### config.mk
export PLATFORM = sky130hd
export DESIGN_NAME = prog_sequencer
export DESIGN_NICKNAME = d
export VERILOG_FILES = /design/src/rtl/seq_pkg.sv /design/src/rtl/seq_next_sel.sv /design/src/rtl/seq_ret_stack.sv /design/src/rtl/prog_sequencer.sv
export SDC_FILE = /design/constraint.sdc
export NUM_CORES = 1
export LEC_CHECK = 0
export ABC_AREA = 1
export CAP_MARGIN = 0
export CORE_MARGIN = 3
export CORE_UTILIZATION = 45
export DETAILED_ROUTE_END_ITERATION = 8
export DONT_BUFFER_PORTS = 1
export GPL_ROUTABILITY_DRIVEN = 0
export PLACE_DENSITY = 0.62
export SETUP_SLACK_MARGIN = 0.05
export SYNTH_ARGS = -nofsm -noshare
export SYNTH_HDL_FRONTEND = slang
export SYNTH_SLANG_ARGS = --single-unit
### constraint.sdc
create_clock -name clk -period 2.2 [get_ports clk]
set_input_delay 0.44 -clock clk [delete_from_list [all_inputs] [get_ports clk]]
set_output_delay 0.44 -clock clk [all_outputs]
set_load 0.02 [all_outputs]
### src/rtl/seq_pkg.sv
// Package: shared types for the program sequencer.
// Assumes nothing beyond IEEE 1800-2017 enum support.
package seq_pkg;
    // Source chosen for the next program counter value
    typedef enum logic [2:0] {
        NXT_HOLD = 3'd0,
        NXT_INC  = 3'd1,
        NXT_TGT  = 3'd2,
        NXT_CALL = 3'd3,
        NXT_RET  = 3'd4
    } nxt_sel_e;
endpackage

### src/rtl/seq_next_sel.sv
// Module: seq_next_sel
// Priority decoder. It turns the decoded control requests into a single
// next-address choice. Order, highest first: return, call, jump or taken
// branch, step or not-taken branch, hold.
// Assumes the requests are already synchronous to the sequencer clock.
module seq_next_sel
    import seq_pkg::*;
(
    input  logic     step_en,
    input  logic     br_req,
    input  logic     br_cond,
    input  logic     jmp_req,
    input  logic     call_req,
    input  logic     ret_req,
    output nxt_sel_e sel
);
    // Pick the winning request by fixed priority
    always_comb begin
        if (ret_req)                        sel = NXT_RET;
        else if (call_req)                  sel = NXT_CALL;
        else if (jmp_req || (br_req && br_cond)) sel = NXT_TGT;
        else if (step_en || br_req)         sel = NXT_INC;
        else                                sel = NXT_HOLD;
    end
endmodule

### src/rtl/seq_ret_stack.sv
// Module: seq_ret_stack
// Circular return-address stack. A push writes at the pointer and moves it
// up; a pop moves it down and the entry there becomes the top. The fill
// level saturates at DEPTH and at zero. A push at full sets a sticky
// overflow flag; a pop at empty sets a sticky underflow flag.
// Assumes DEPTH is a power of two and that push and pop are never both high.
module seq_ret_stack #(
    parameter int DEPTH  = 8,
    parameter int DATA_W = 13
) (
    input  logic              clk,
    input  logic              rst_n,
    input  logic              push,
    input  logic              pop,
    input  logic [DATA_W-1:0] push_data,
    output logic [DATA_W-1:0] top_data,
    output logic              ovf_flag,
    output logic              unf_flag
);
    localparam int PTR_W = (DEPTH > 1) ? $clog2(DEPTH) : 1;
    localparam int CNT_W = $clog2(DEPTH + 1);
    localparam logic [CNT_W-1:0] FULL_CNT = CNT_W'(DEPTH);

    logic [DATA_W-1:0] entry_q [DEPTH];
    logic [PTR_W-1:0]  wr_ptr_q;
    logic [PTR_W-1:0]  top_ptr;
    logic [CNT_W-1:0]  level_q;

    // Index of the newest entry (one below the write pointer)
    assign top_ptr  = wr_ptr_q - 1'b1;
    assign top_data = entry_q[top_ptr];

    // Storage entries: clear on reset, write on push
    for (genvar g = 0; g < DEPTH; g++) begin : g_entry
        always_ff @(posedge clk) begin
            if (!rst_n)
                entry_q[g] <= '0;
            else if (push && (wr_ptr_q == PTR_W'(g)))
                entry_q[g] <= push_data;
        end
    end

    // Pointer, fill level and sticky error flags
    always_ff @(posedge clk) begin
        if (!rst_n) begin
            wr_ptr_q <= '0;
            level_q  <= '0;
            ovf_flag <= 1'b0;
            unf_flag <= 1'b0;
        end else if (push) begin
            wr_ptr_q <= wr_ptr_q + 1'b1;
            if (level_q == FULL_CNT) ovf_flag <= 1'b1;
            else                     level_q  <= level_q + 1'b1;
        end else if (pop) begin
            wr_ptr_q <= top_ptr;
            if (level_q == '0) unf_flag <= 1'b1;
            else               level_q  <= level_q - 1'b1;
        end
    end
endmodule

### src/rtl/prog_sequencer.sv
// Module: prog_sequencer
// Program counter and control-flow unit. It holds the fetch address and
// picks the next one from step, branch, jump, call and return requests.
// Calls save PC+1 on an internal return stack. The counter wraps at the
// top of the address space.
// Assumes tgt_addr is valid whenever a branch, jump or call is requested.
module prog_sequencer #(
    parameter int ADDR_W      = 13,
    parameter int STACK_DEPTH = 8
) (
    input  logic              clk,
    input  logic              rst_n,
    input  logic              step_en,
    input  logic              br_req,
    input  logic              br_cond,
    input  logic              jmp_req,
    input  logic              call_req,
    input  logic              ret_req,
    input  logic [ADDR_W-1:0] tgt_addr,
    output logic [ADDR_W-1:0] fetch_addr,
    output logic              ovf_flag,
    output logic              unf_flag
);
    import seq_pkg::*;

    nxt_sel_e          sel;
    logic [ADDR_W-1:0] pc_q;
    logic [ADDR_W-1:0] pc_inc;
    logic [ADDR_W-1:0] pc_nxt;
    logic [ADDR_W-1:0] stack_top;

    seq_next_sel u_sel (
        .step_en  (step_en),
        .br_req   (br_req),
        .br_cond  (br_cond),
        .jmp_req  (jmp_req),
        .call_req (call_req),
        .ret_req  (ret_req),
        .sel      (sel)
    );

    seq_ret_stack #(
        .DEPTH  (STACK_DEPTH),
        .DATA_W (ADDR_W)
    ) u_stack (
        .clk       (clk),
        .rst_n     (rst_n),
        .push      (sel == NXT_CALL),
        .pop       (sel == NXT_RET),
        .push_data (pc_inc),
        .top_data  (stack_top),
        .ovf_flag  (ovf_flag),
        .unf_flag  (unf_flag)
    );

    // Sequential successor, wrapping at the top of the address space
    assign pc_inc = pc_q + 1'b1;

    // Next-address multiplexer driven by the priority choice
    always_comb begin
        case (sel)
            NXT_INC:           pc_nxt = pc_inc;
            NXT_TGT, NXT_CALL: pc_nxt = tgt_addr;
            NXT_RET:           pc_nxt = stack_top;
            default:           pc_nxt = pc_q;
        endcase
    end

    // Program counter register
    always_ff @(posedge clk) begin
        if (!rst_n) pc_q <= '0;
        else        pc_q <= pc_nxt;
    end

    assign fetch_addr = pc_q;
endmodule

==> results.md <==
* Result of the run: complete, no violations
* Share of the synthesized area in compound gates (AO/OA/AOI/OAI) at 4.13%
* DRT iter0 DRCs at 644
* Total power of the final layout at 0.00674 W
* Share of the synthesized netlist area taken by xor and xnor gates at 1.44%
* Adder and majority cell fraction of the synthesized area at 2.23%
* Avg Inst Size Synth at 8.83 sq um
* First-pass GRT wire length at 28000 microns
* Sinks on the clock net at 126
* Hold-fix buffers at CTS at 0
* Endpoint class of the critical path: flop
* Number of buffers created by CTS at 17
* Layout fillers at 1276
* Met3 wire length at 1450 microns
* Number of antenna violations at the first check in global routing at 0
* Post-synth net total at 769
* Remaining design rule violation count at 0
* Pre-CTS setup slack at 0.333 ns
* Initial Util at 46.5%
* Highest fanout seen on the critical path at 31
* Source-to-sink clock delay at the later pin of the worst-skew pair at 0.42 ns
* Clock tree root buffer cell: sky130_fd_sc_hd__clkbuf_16
* Buffers inserted by post-CTS timing repair at 0
* Placeable Area at 14000 sq um
* CTS H-tree lvls at 4
* Chain of cells forming the critical path: buf_4 -> ha_1 -> ha_1 -> nand3_1 -> nor2_1
* Period utilization at 87.3%
* Remaining max-slew budget at the tightest pin at 64.1%
* Slew at the pin closest to its max-slew limit at 0.537 ns
* Share of synthesized cell area in and, or, nand and nor gates at 30.2%
* Number of optimization iterations in the first detailed-route pass at 5
* Multiplexer area fraction after synthesis at 0%
* Leakage power of the design at 2.97 nW
* Number of max-capacitance violations reported at 0
* Antenna fix cells at 0
* Vertical die dimension at 126 microns
* Wire length after detailed routing at 18100 microns
* Fin. Hold Viols at 0
* Synth area leader: sky130_fd_sc_hd__edfxtp_1
* Clock tree from TritonCTS: yes
* Slowest cell delay on critical path at 0.40 ns
* Mean routed wirelength per cell at 18.9 microns
* Hold Path Depth at 2
* Final critical delay including setup and external delays at 1.92 ns
* Crit path required time at 2.45 ns
* Post-synthesis register bit count at 126
* Num rows at 43
* Number of endpoints failing setup at the final stage at 0
* Highest routed layer: met4
* Path type of the worst min-delay path: primary input to flop
* Crit Path Category: flop to flop
* Total via count in the routed design at 5218
* Via count of the first global-routing pass at 4891
* Setup skew after layout at 0.00811 ns
* Launching element type of the critical path: flop
* Post-CTS resize count at 0
* Distinct cells, synth at 40
* Clock Tree Buf Depth at 2
* HPWL after DPL at 12400 microns
* Area share of the leading cell type in the synthesized netlist at 48.0%
* Layout Nets at 797
* Clock transition time at the flip-flop clock pins of the worst setup and hold paths at 0.05 ns
* Pin count of the biggest net entering global routing at 32
* Average via count per standard cell at 5.45
* RSZ-0062 raised after global routing: false
* Final count of pins violating max slew at 0
* Sequential fraction of the synthesis area at 54.8%
* Highest clock frequency the design can meet at 520 MHz
* Post-synth design cell area at 6510 sq um
* Crit-path slowest cell: sky130_fd_sc_hd__nand3_1
* Setup TNS after final layout at 0 ns
* Total congestion overflow after global routing at 0
* Metal1 wirelength at 7890 microns
* Detailed-routed wire length on met2 at 8120 microns
* Total GRT Usage at 23.3%
* CP Data Arrival Time at 2.18 ns
* Number of primary I/O pins at 36
* R2R depth at 5
* Main combinational cell family by area after synthesis: simple AND/OR/NAND/NOR gates
* PD cells at 915 nW/um^2
* Fraction of layout instances using a drive strength above 1 at 13.9%
* Cell types occupying the most area after synthesis: sky130_fd_sc_hd__edfxtp_1 (48%), sky130_fd_sc_hd__nand2_1 (11%), sky130_fd_sc_hd__nor2_1 (7.6%)
* Full die area at 15900 sq um
* Smallest setup slack after layout at 0.279 ns
* Worst ir drop on vdd at 0.610 mV
* Synthesis-to-finish area growth at 13.3%
* Die outline width at 126 microns
* Port Buffer Count at 0
* Most common cell on crit path: sky130_fd_sc_hd__ha_1
* Post-route antenna net violation count at 0
* Yosys warns at 0
* Number of instances in the synthesized netlist at 737
## layout make-up
class / count / area [sq um] / area share, %
inverter: 63 / 239 / 3.24
clock buffer: 23 / 448 / 6.08
clock inverter: 9 / 93.8 / 1.27
multi-input combinational: 514 / 2470 / 33.6
timing repair buffer: 43 / 323 / 4.38
tap: 180 / 225 / 3.06
sequential: 126 / 3560 / 48.4
## critical path, delay by kind of cell (launching register included)
kind                     cells  cell delay, ns
AND/OR/NAND/NOR              2            0.65
adder cells (fa/ha/maj)      2            0.44
flip-flops                   1            0.33
buffers and inverters        1            0.32
## routing by layer
| metal | track usage (%) | up-vias |
|---|---|---|
| met5 | 0 | - |
| met4 | 10.6 | 0 |
| met3 | 5.17 | 37 |
| met2 | 34.9 | 233 |
| met1 | 32.5 | 2479 |
| li1 | - | 2469 |
## where the power goes
group | switching, W | internal (W)
Combinational | 0.000847 | 0.000397
Clock | 0.000961 | 0.00164
Sequential | 0.000149 | 0.00274
## synth_stat cells (all sizes together)
library cell / n
nor2: 140
o221ai: 1
xor2: 6
o21ai: 21
a21oi: 23
nor3b: 2
inv: 59
xnor2: 3
nand3: 85
clkinv: 4
dfxtp: 22
nand4: 13
or2: 1
clkbuf: 11
edfxtp: 104
o22ai: 1
ha: 10
nand3b: 1
buf: 23
o21bai: 1
fa: 1
nand2: 204
o21a: 1
## sequential cells by signal, indices dropped and copies added, names as in the netlist
signal            cells
u_stack.entry_q     104
u_stack.unf_flag      1
fetch_addr           13
u_stack.ovf_flag      1
u_stack.level_q       4
u_stack.wr_ptr_q      3
## metrics by stage
step | area [sq um] | hold slack, ns | std cells | utilization (%)
after floorplan | 6510 | 0.459 | 737 | -
after global placement | 6830 | 0.468 | 926 | 48.8
after detailed placement | 6830 | 0.480 | 926 | 48.8
after CTS | 7370 | 0.116 | 958 | 52.7
after global routing | 7370 | 0.123 | 958 | 52.7
final | 7370 | 0.129 | 958 | 52.7
## final timing paths
check	from	endpoint	slack [ns]
min	rst_n	u_stack.wr_ptr_q[1]	0.13
max reg2reg	u_stack.wr_ptr_q[0]	u_stack.entry_q[3][2]	0.28
max	u_stack.wr_ptr_q[0]	u_stack.entry_q[3][2]	0.28
min reg2reg	u_stack.level_q[3]	u_stack.level_q[3]	0.49
## cells by family after synthesis
| family | Yosys count |
|---|---|
| adders and majority gates | 11 |
| xor gates and xnor gates | 9 |
| and+or+nand+nor | 446 |
| DFF | 126 |
| AOI/OAI and AO/OA | 48 |
| buffers and inverters | 97 |
## cells in the final DEF, fill, tap and decap left out, types with 6 or more instances in the layout
cell type	netlist	final
sky130_fd_sc_hd__inv_1	53	53
sky130_fd_sc_hd__nor2_1	132	132
sky130_fd_sc_hd__clkinv_1	4	7
sky130_fd_sc_hd__nand3_1	80	80
sky130_fd_sc_hd__ha_1	10	10
sky130_fd_sc_hd__o21ai_0	19	13
sky130_fd_sc_hd__a21oi_1	19	19
sky130_fd_sc_hd__nand4_1	8	8
sky130_fd_sc_hd__o21ai_1	2	8
sky130_fd_sc_hd__nand2_1	196	196
sky130_fd_sc_hd__edfxtp_1	104	104
sky130_fd_sc_hd__dfxtp_1	22	21
sky130_fd_sc_hd__clkbuf_16	0	17
sky130_fd_sc_hd__nand2_2	6	6
sky130_fd_sc_hd__buf_4	5	43
sky130_fd_sc_hd__clkbuf_1	8	6
No activity file was read; power rests on OpenSTA's default activity.
